--- src/rtl/gpio_pkg.sv ---
package gpio_pkg;
  typedef enum logic [1:0] {
    REG_DIR  = 2'd0,
    REG_DATA = 2'd1,
    REG_OD   = 2'd2,
    REG_PIN  = 2'd3
  } gpio_addr_e;
endpackage

--- src/rtl/gpio_regs.sv ---
module gpio_regs
  import gpio_pkg::*;
#(
  parameter int N_PINS = 8
) (
  input  logic              clk_i,
  input  logic              rst_ni,
  input  logic              man_rst_i,
  input  logic              hw_stby_i,
  input  logic              sw_stby_i,
  input  logic              we_i,
  input  logic [1:0]        addr_i,
  input  logic [N_PINS-1:0] wdata_i,
  output logic [N_PINS-1:0] dir_q_o,
  output logic [N_PINS-1:0] data_q_o,
  output logic [N_PINS-1:0] od_q_o
);
  logic wr_ok;
  logic wr_dir, wr_data, wr_od;

  // standby and manual reset both block the bus
  assign wr_ok   = we_i & ~sw_stby_i & ~hw_stby_i & ~man_rst_i;
  assign wr_dir  = wr_ok & (gpio_addr_e'(addr_i) == REG_DIR);
  assign wr_data = wr_ok & (gpio_addr_e'(addr_i) == REG_DATA);
  assign wr_od   = wr_ok & (gpio_addr_e'(addr_i) == REG_OD);

  always_ff @(posedge clk_i or negedge rst_ni) begin
    if (!rst_ni) begin
      dir_q_o  <= '0;
      data_q_o <= '0;
    end else if (man_rst_i) begin
      dir_q_o  <= '0;
      data_q_o <= '0;
    end else begin
      if (wr_dir)  dir_q_o  <= wdata_i;
      if (wr_data) data_q_o <= wdata_i;
    end
  end

  // open-drain select survives manual reset and software standby
  always_ff @(posedge clk_i or negedge rst_ni) begin
    if (!rst_ni)        od_q_o <= '0;
    else if (hw_stby_i) od_q_o <= '0;
    else if (wr_od)     od_q_o <= wdata_i;
  end
endmodule

--- src/rtl/gpio_sync.sv ---
module gpio_sync #(
  parameter int WIDTH  = 8,
  parameter int STAGES = 2
) (
  input  logic             clk_i,
  input  logic             rst_ni,
  input  logic [WIDTH-1:0] d_i,
  output logic [WIDTH-1:0] q_o
);
  logic [WIDTH-1:0] stage_q [STAGES];

  always_ff @(posedge clk_i or negedge rst_ni) begin
    if (!rst_ni) stage_q[0] <= '0;
    else         stage_q[0] <= d_i;
  end

  for (genvar s = 1; s < STAGES; s++) begin : g_stage
    always_ff @(posedge clk_i or negedge rst_ni) begin
      if (!rst_ni) stage_q[s] <= '0;
      else         stage_q[s] <= stage_q[s-1];
    end
  end

  assign q_o = stage_q[STAGES-1];
endmodule

--- src/rtl/gpio_pad_ctl.sv ---
module gpio_pad_ctl #(
  parameter int N_PINS = 8
) (
  input  logic              single_chip_i,
  input  logic [N_PINS-1:0] dir_i,
  input  logic [N_PINS-1:0] data_i,
  input  logic [N_PINS-1:0] od_i,
  output logic [N_PINS-1:0] pad_out_o,
  output logic [N_PINS-1:0] pad_oe_o
);
  for (genvar i = 0; i < N_PINS; i++) begin : g_pin
    logic od_eff;
    assign od_eff       = od_i[i] & single_chip_i;
    // open-drain high releases the pad
    assign pad_oe_o[i]  = dir_i[i] & (~od_eff | ~data_i[i]);
    assign pad_out_o[i] = data_i[i];
  end
endmodule

--- src/rtl/gpio_od_port.sv ---
module gpio_od_port
  import gpio_pkg::*;
#(
  parameter int N_PINS      = 8,
  parameter int N_IRQ       = 4,
  parameter int SYNC_STAGES = 2
) (
  input  logic              clk_i,
  input  logic              rst_ni,
  input  logic              man_rst_i,
  input  logic              hw_stby_i,
  input  logic              sw_stby_i,
  input  logic              single_chip_i,
  input  logic [1:0]        addr_i,
  input  logic              we_i,
  input  logic [N_PINS-1:0] wdata_i,
  output logic [N_PINS-1:0] rdata_o,
  input  logic [N_PINS-1:0] pin_i,
  output logic [N_PINS-1:0] pad_out_o,
  output logic [N_PINS-1:0] pad_oe_o,
  output logic [N_IRQ-1:0]  irq_o
);
  localparam int IRQ_LSB = N_PINS - N_IRQ;

  logic [N_PINS-1:0] dir_q, data_q, od_q;
  logic [N_PINS-1:0] pin_sync;
  logic [N_PINS-1:0] pin_rd;

  gpio_regs #(.N_PINS(N_PINS)) u_regs (
    .clk_i     (clk_i),
    .rst_ni    (rst_ni),
    .man_rst_i (man_rst_i),
    .hw_stby_i (hw_stby_i),
    .sw_stby_i (sw_stby_i),
    .we_i      (we_i),
    .addr_i    (addr_i),
    .wdata_i   (wdata_i),
    .dir_q_o   (dir_q),
    .data_q_o  (data_q),
    .od_q_o    (od_q)
  );

  gpio_sync #(.WIDTH(N_PINS), .STAGES(SYNC_STAGES)) u_sync (
    .clk_i  (clk_i),
    .rst_ni (rst_ni),
    .d_i    (pin_i),
    .q_o    (pin_sync)
  );

  gpio_pad_ctl #(.N_PINS(N_PINS)) u_pad (
    .single_chip_i (single_chip_i),
    .dir_i         (dir_q),
    .data_i        (data_q),
    .od_i          (od_q),
    .pad_out_o     (pad_out_o),
    .pad_oe_o      (pad_oe_o)
  );

  assign pin_rd = (dir_q & data_q) | (~dir_q & pin_sync);
  assign irq_o  = pin_sync[N_PINS-1:IRQ_LSB];

  always_comb begin
    unique case (gpio_addr_e'(addr_i))
      REG_DIR:  rdata_o = dir_q;
      REG_DATA: rdata_o = data_q;
      REG_OD:   rdata_o = od_q;
      default:  rdata_o = pin_rd;
    endcase
  end
endmodule

--- config.mk ---
export PLATFORM = sky130hd
export DESIGN_NAME = gpio_od_port
export DESIGN_NICKNAME = d
export VERILOG_FILES = /design/src/rtl/gpio_pkg.sv /design/src/rtl/gpio_regs.sv /design/src/rtl/gpio_sync.sv /design/src/rtl/gpio_pad_ctl.sv /design/src/rtl/gpio_od_port.sv
export SDC_FILE = /design/constraint.sdc
export NUM_CORES = 1
export LEC_CHECK = 0
export ABC_CLOCK_PERIOD_IN_PS = 1300
export BUFFER_PORTS_ARGS = -buffer_cell sky130_fd_sc_hd__buf_2
export CAP_MARGIN = 10
export CELL_PAD_IN_SITES_DETAIL_PLACEMENT = 2
export CELL_PAD_IN_SITES_GLOBAL_PLACEMENT = 2
export CORE_MARGIN = 2
export CORE_UTILIZATION = 32
export DETAILED_ROUTE_END_ITERATION = 6
export PLACE_DENSITY_LB_ADDON = 0.1
export SLEW_MARGIN = 20
export SYNTH_ARGS = -nofsm -noshare
export SYNTH_HDL_FRONTEND = slang
export SYNTH_SLANG_ARGS = --single-unit
--- constraint.sdc ---
create_clock -name clk_i -period 1.3 [get_ports clk_i]
set_input_delay 0.13 -clock clk_i [delete_from_list [all_inputs] [get_ports clk_i]]
set_output_delay 0.13 -clock clk_i [all_outputs]
set_load 0.005 [all_outputs]
==> flow_summary_export.csv <==
group,metric,value,unit
status,outcome,"finished, violations left",
status,failed_checks,"setup timing",
synthesis,syn_nets,181,
pwr,power.total,2.75,mW
route,routed_wl,5.96,mm
grt,track_usage,19.4,%
synthesis,async_flop_share,100,%
floorplanning,dieWidth,79.4,um
grt,grt_pass1_vias,1744,
worst_setup_path,critPathArrivalTime,1530,ps
worst_setup_path,path_cells,"buf_6, or4b_4, or3_4, mux2_4",
cts,h-tree-depth,2,
route,vias,1599,
floorplanning,core.rowCount,27,
grt,antenna_found_initial,0,
timing,worst_pin_slew,423,ps
final_layout,layoutNonFillerInstCount,314,
timing,finalWorstSetupSlack,-57.5,ps
timing,hold_viol,0,
floorplanning,ios,53,
floorplanning,core-area,0.00551,mm2
place,hpwl,3.92,mm
timing,fin_skew,6.81,ps
synthesis,synth_edf_count,0,
worst_setup_path,end_kind,"flop",
worst_setup_path,worstRegToRegCells,4,
worst_setup_path,cp-startpoint,"man_rst_i",
grt,grt_max_degree,25,
final_layout,fin_util,47.2,%
timing,finalSetupViolCount,10,
route,postRouteAntennaNets,0,
place,gp_congestion,0.759,
place,post-place-ws,-422,ps
final_layout,nets,266,
cts,clockBufferDepth,2,
min_path,min_from,"wdata_i[4]",
final_layout,n_antenna_cell,0,
timing,tns,-448,ps
final_layout,design_area,0.00260,mm2
place,io_buffers,52,
min_path,hold_path_class,"input port to flop",
route,route.detailed.drc,0,
final_layout,areaGrowthSynthToFinish,42.9,%
worst_setup_path,crit_path_start_kind,"input port",
cts,cts_root_buffer,"clkbuf_8",
timing,rsz0062_at_grt,"true",
place,dpl_cell_area,0.00223,mm2
timing,fin_hold_ws,98.4,ps
synthesis,synth_top_cells_by_area,"dfrtp_1 (55%), a22o_1 (7.7%), mux2_4 (6.6%)",
cts,cts_sinks,40,
synthesis,synth.cell_area,0.00182,mm2
cts,cts_buffers,5,
final_layout,nFillCells,571,
timing,max_freq,0.737,GHz
synthesis,synthCells,156,
synthesis,ys.flop_type,"dfrtp_1",
run,cap_violations,0,
cts,clk_latency,290,ps
route,dr.first_iter.drc_count,70,
timing,slew_headroom,71.8,%
worst_setup_path,slowest_stage,"or4b_4",
final_layout,regArea,0.00100,mm2
pwr,vdd_drop_max,0.547,mV
final_layout,multi_input_area,759,um2
synthesis,synthTopCellsByCount,"dfrtp_1 (40), nor2_1 (17), a22o_1 (16), a21oi_1 (9), a31oi_1 (9)",
worst_setup_path,r2r_start,"u_regs.od_q_o[7]",
cts,cts_tree,"built",
worst_setup_path,cp.required,1480,ps
synthesis,avgSynthCellArea,11.7,um2
synthesis,yosysMostFrequentCell,"dfrtp_1",
synthesis,seq_area_frac_synth,55.0,%
worst_setup_path,crit_type,"input port to flop",
floorplanning,dieArea,0.00630,mm2
place,dp_cells,284,
floorplanning,start_util,33.0,%
grt,grt_pass1_wl,9.25,mm
pwr,power_density,1060,mW/mm2
timing,fin_crit,1360,ps
synthesis,yosys_warnings,0,
pwr,p_leak,1.34,nW
cts,clk_pin_slew,80,ps
synthesis,ys_ff_latch,40,
final_layout,drive_above_1_share,47.5,%
synthesis,synth.top_cell.area_share,55.0,%
timing,finalCritPeriodShare,104,%
route,wl_per_cell,19.0,um
synthesis,synth_top_cell_by_area,"dfrtp_1",
grt,grt-ovfl-total,0,
route,avgViaCountPerCell,5.09,
timing,drv_slew,0,
worst_setup_path,cp_max_fo,8,
worst_setup_path,cpPeakStageDelay,530,ps
route,first_pass_iters,4,
min_path,holdPathStages,2,
floorplanning,die_y,79.4,um
synthesis,synth.distinct_cells,20,
-- power breakdown --
part | internal, mW | switching, mW
clock | 0.678 | 0.443
combinational | 0.163 | 0.166
sequential | 1.28 | 0.0194
total | 2.12 | 0.628
-- placed cells by master, fill, tap and decap left out --
master / Yosys / final
buf_2: 0 / 50
a2bb2oi_1: 8 / 7
clkinv_1: 1 / 1
a31oi_1: 9 / 9
a22o_1: 16 / 16
dfrtp_1: 40 / 40
nor3_2: 0 / 1
nor2_2: 0 / 2
bufinv_16: 0 / 1
a22oi_1: 8 / 6
clkbuf_8: 0 / 7
a21oi_2: 0 / 2
nand2b_1: 8 / 8
inv_1: 8 / 8
nor3b_1: 1 / 1
mux2_4: 8 / 8
buf_6: 1 / 3
a21oi_1: 9 / 7
nor3b_2: 1 / 1
dlygate4sd3_1: 0 / 9
a2bb2oi_2: 0 / 1
nor2_1: 17 / 15
a22oi_2: 0 / 2
buf_4: 4 / 26
or3_4: 0 / 1
and2b_2: 8 / 8
or4b_4: 1 / 1
buf_12: 0 / 1
-- cell families (layout without fill, tap and decap cells) --
logic type / after synthesis / in the layout / synth area share [%]
AOI/OAI and AO/OA: 50 / 50 / 20.4
buffers and inverters: 20 / 106 / 5.36
DFF: 40 / 40 / 55.0
muxes: 8 / 8 / 6.60
and+or+nand+nor: 38 / 38 / 12.6
-- routing by layer --
metal  track usage [%]  wire [um]  vias to the layer above  part of all wire, %
li1                  -          -                      727                    -
met1              24.7       2520                      823                   42
met2              35.0       3180                       47                   53
met3              3.17        234                        2                  3.9
met4              3.62         31                        0                 0.52
met5                 0          0                        -                    0
-- worst max-delay path: cells and delay by family --
| kind | cells | cell delay, ps |
|---|---|---|
| multiplexers | 1 | 330 |
| AND/OR/NAND/NOR | 2 | 980 |
| buffers and inverters | 1 | 90 |
-- worst paths after layout --
| check | slack [ps] | end |
|---|---|---|
| min in group asynchronous | 310 | u_sync.q_o[6] |
| worst min register to register | 350 | u_sync.q_o[6] |
| max in group asynchronous | 510 | u_sync.q_o[3] |
| worst min-delay path | 100 | u_regs.data_q_o[4] |
| worst max-delay path | -60 | u_regs.od_q_o[3] |
| worst max register to register | 110 | u_regs.od_q_o[7] |
-- state kept, by name, indices dropped and copies added, names as in the netlist --
| signal | count |
|---|---|
| u_sync.q_o | 8 |
| u_regs.data_q_o | 8 |
| u_regs.od_q_o | 8 |
| u_regs.dir_q_o | 8 |
| u_sync.stage_q | 8 |
-- repair_timing --
item                                   CTS  global route
hold buffers                             9             0
cloned                                   0             0
endpoints found under the hold margin   24             0
setup buffers                           10             4
resized for setup                        4            10
pin swaps                                9             4
setup endpoints to repair               17            26
-- cell type report --
class,instances,share of cell area (%)
clock inverter,1,1.15
multi-input combinational,96,29.2
timing repair buffer,89,22.7
inverter,9,1.30
clock buffer,7,3.71
sequential,40,38.5
tap,72,3.46
No activity file was read; power rests on OpenSTA's default activity.
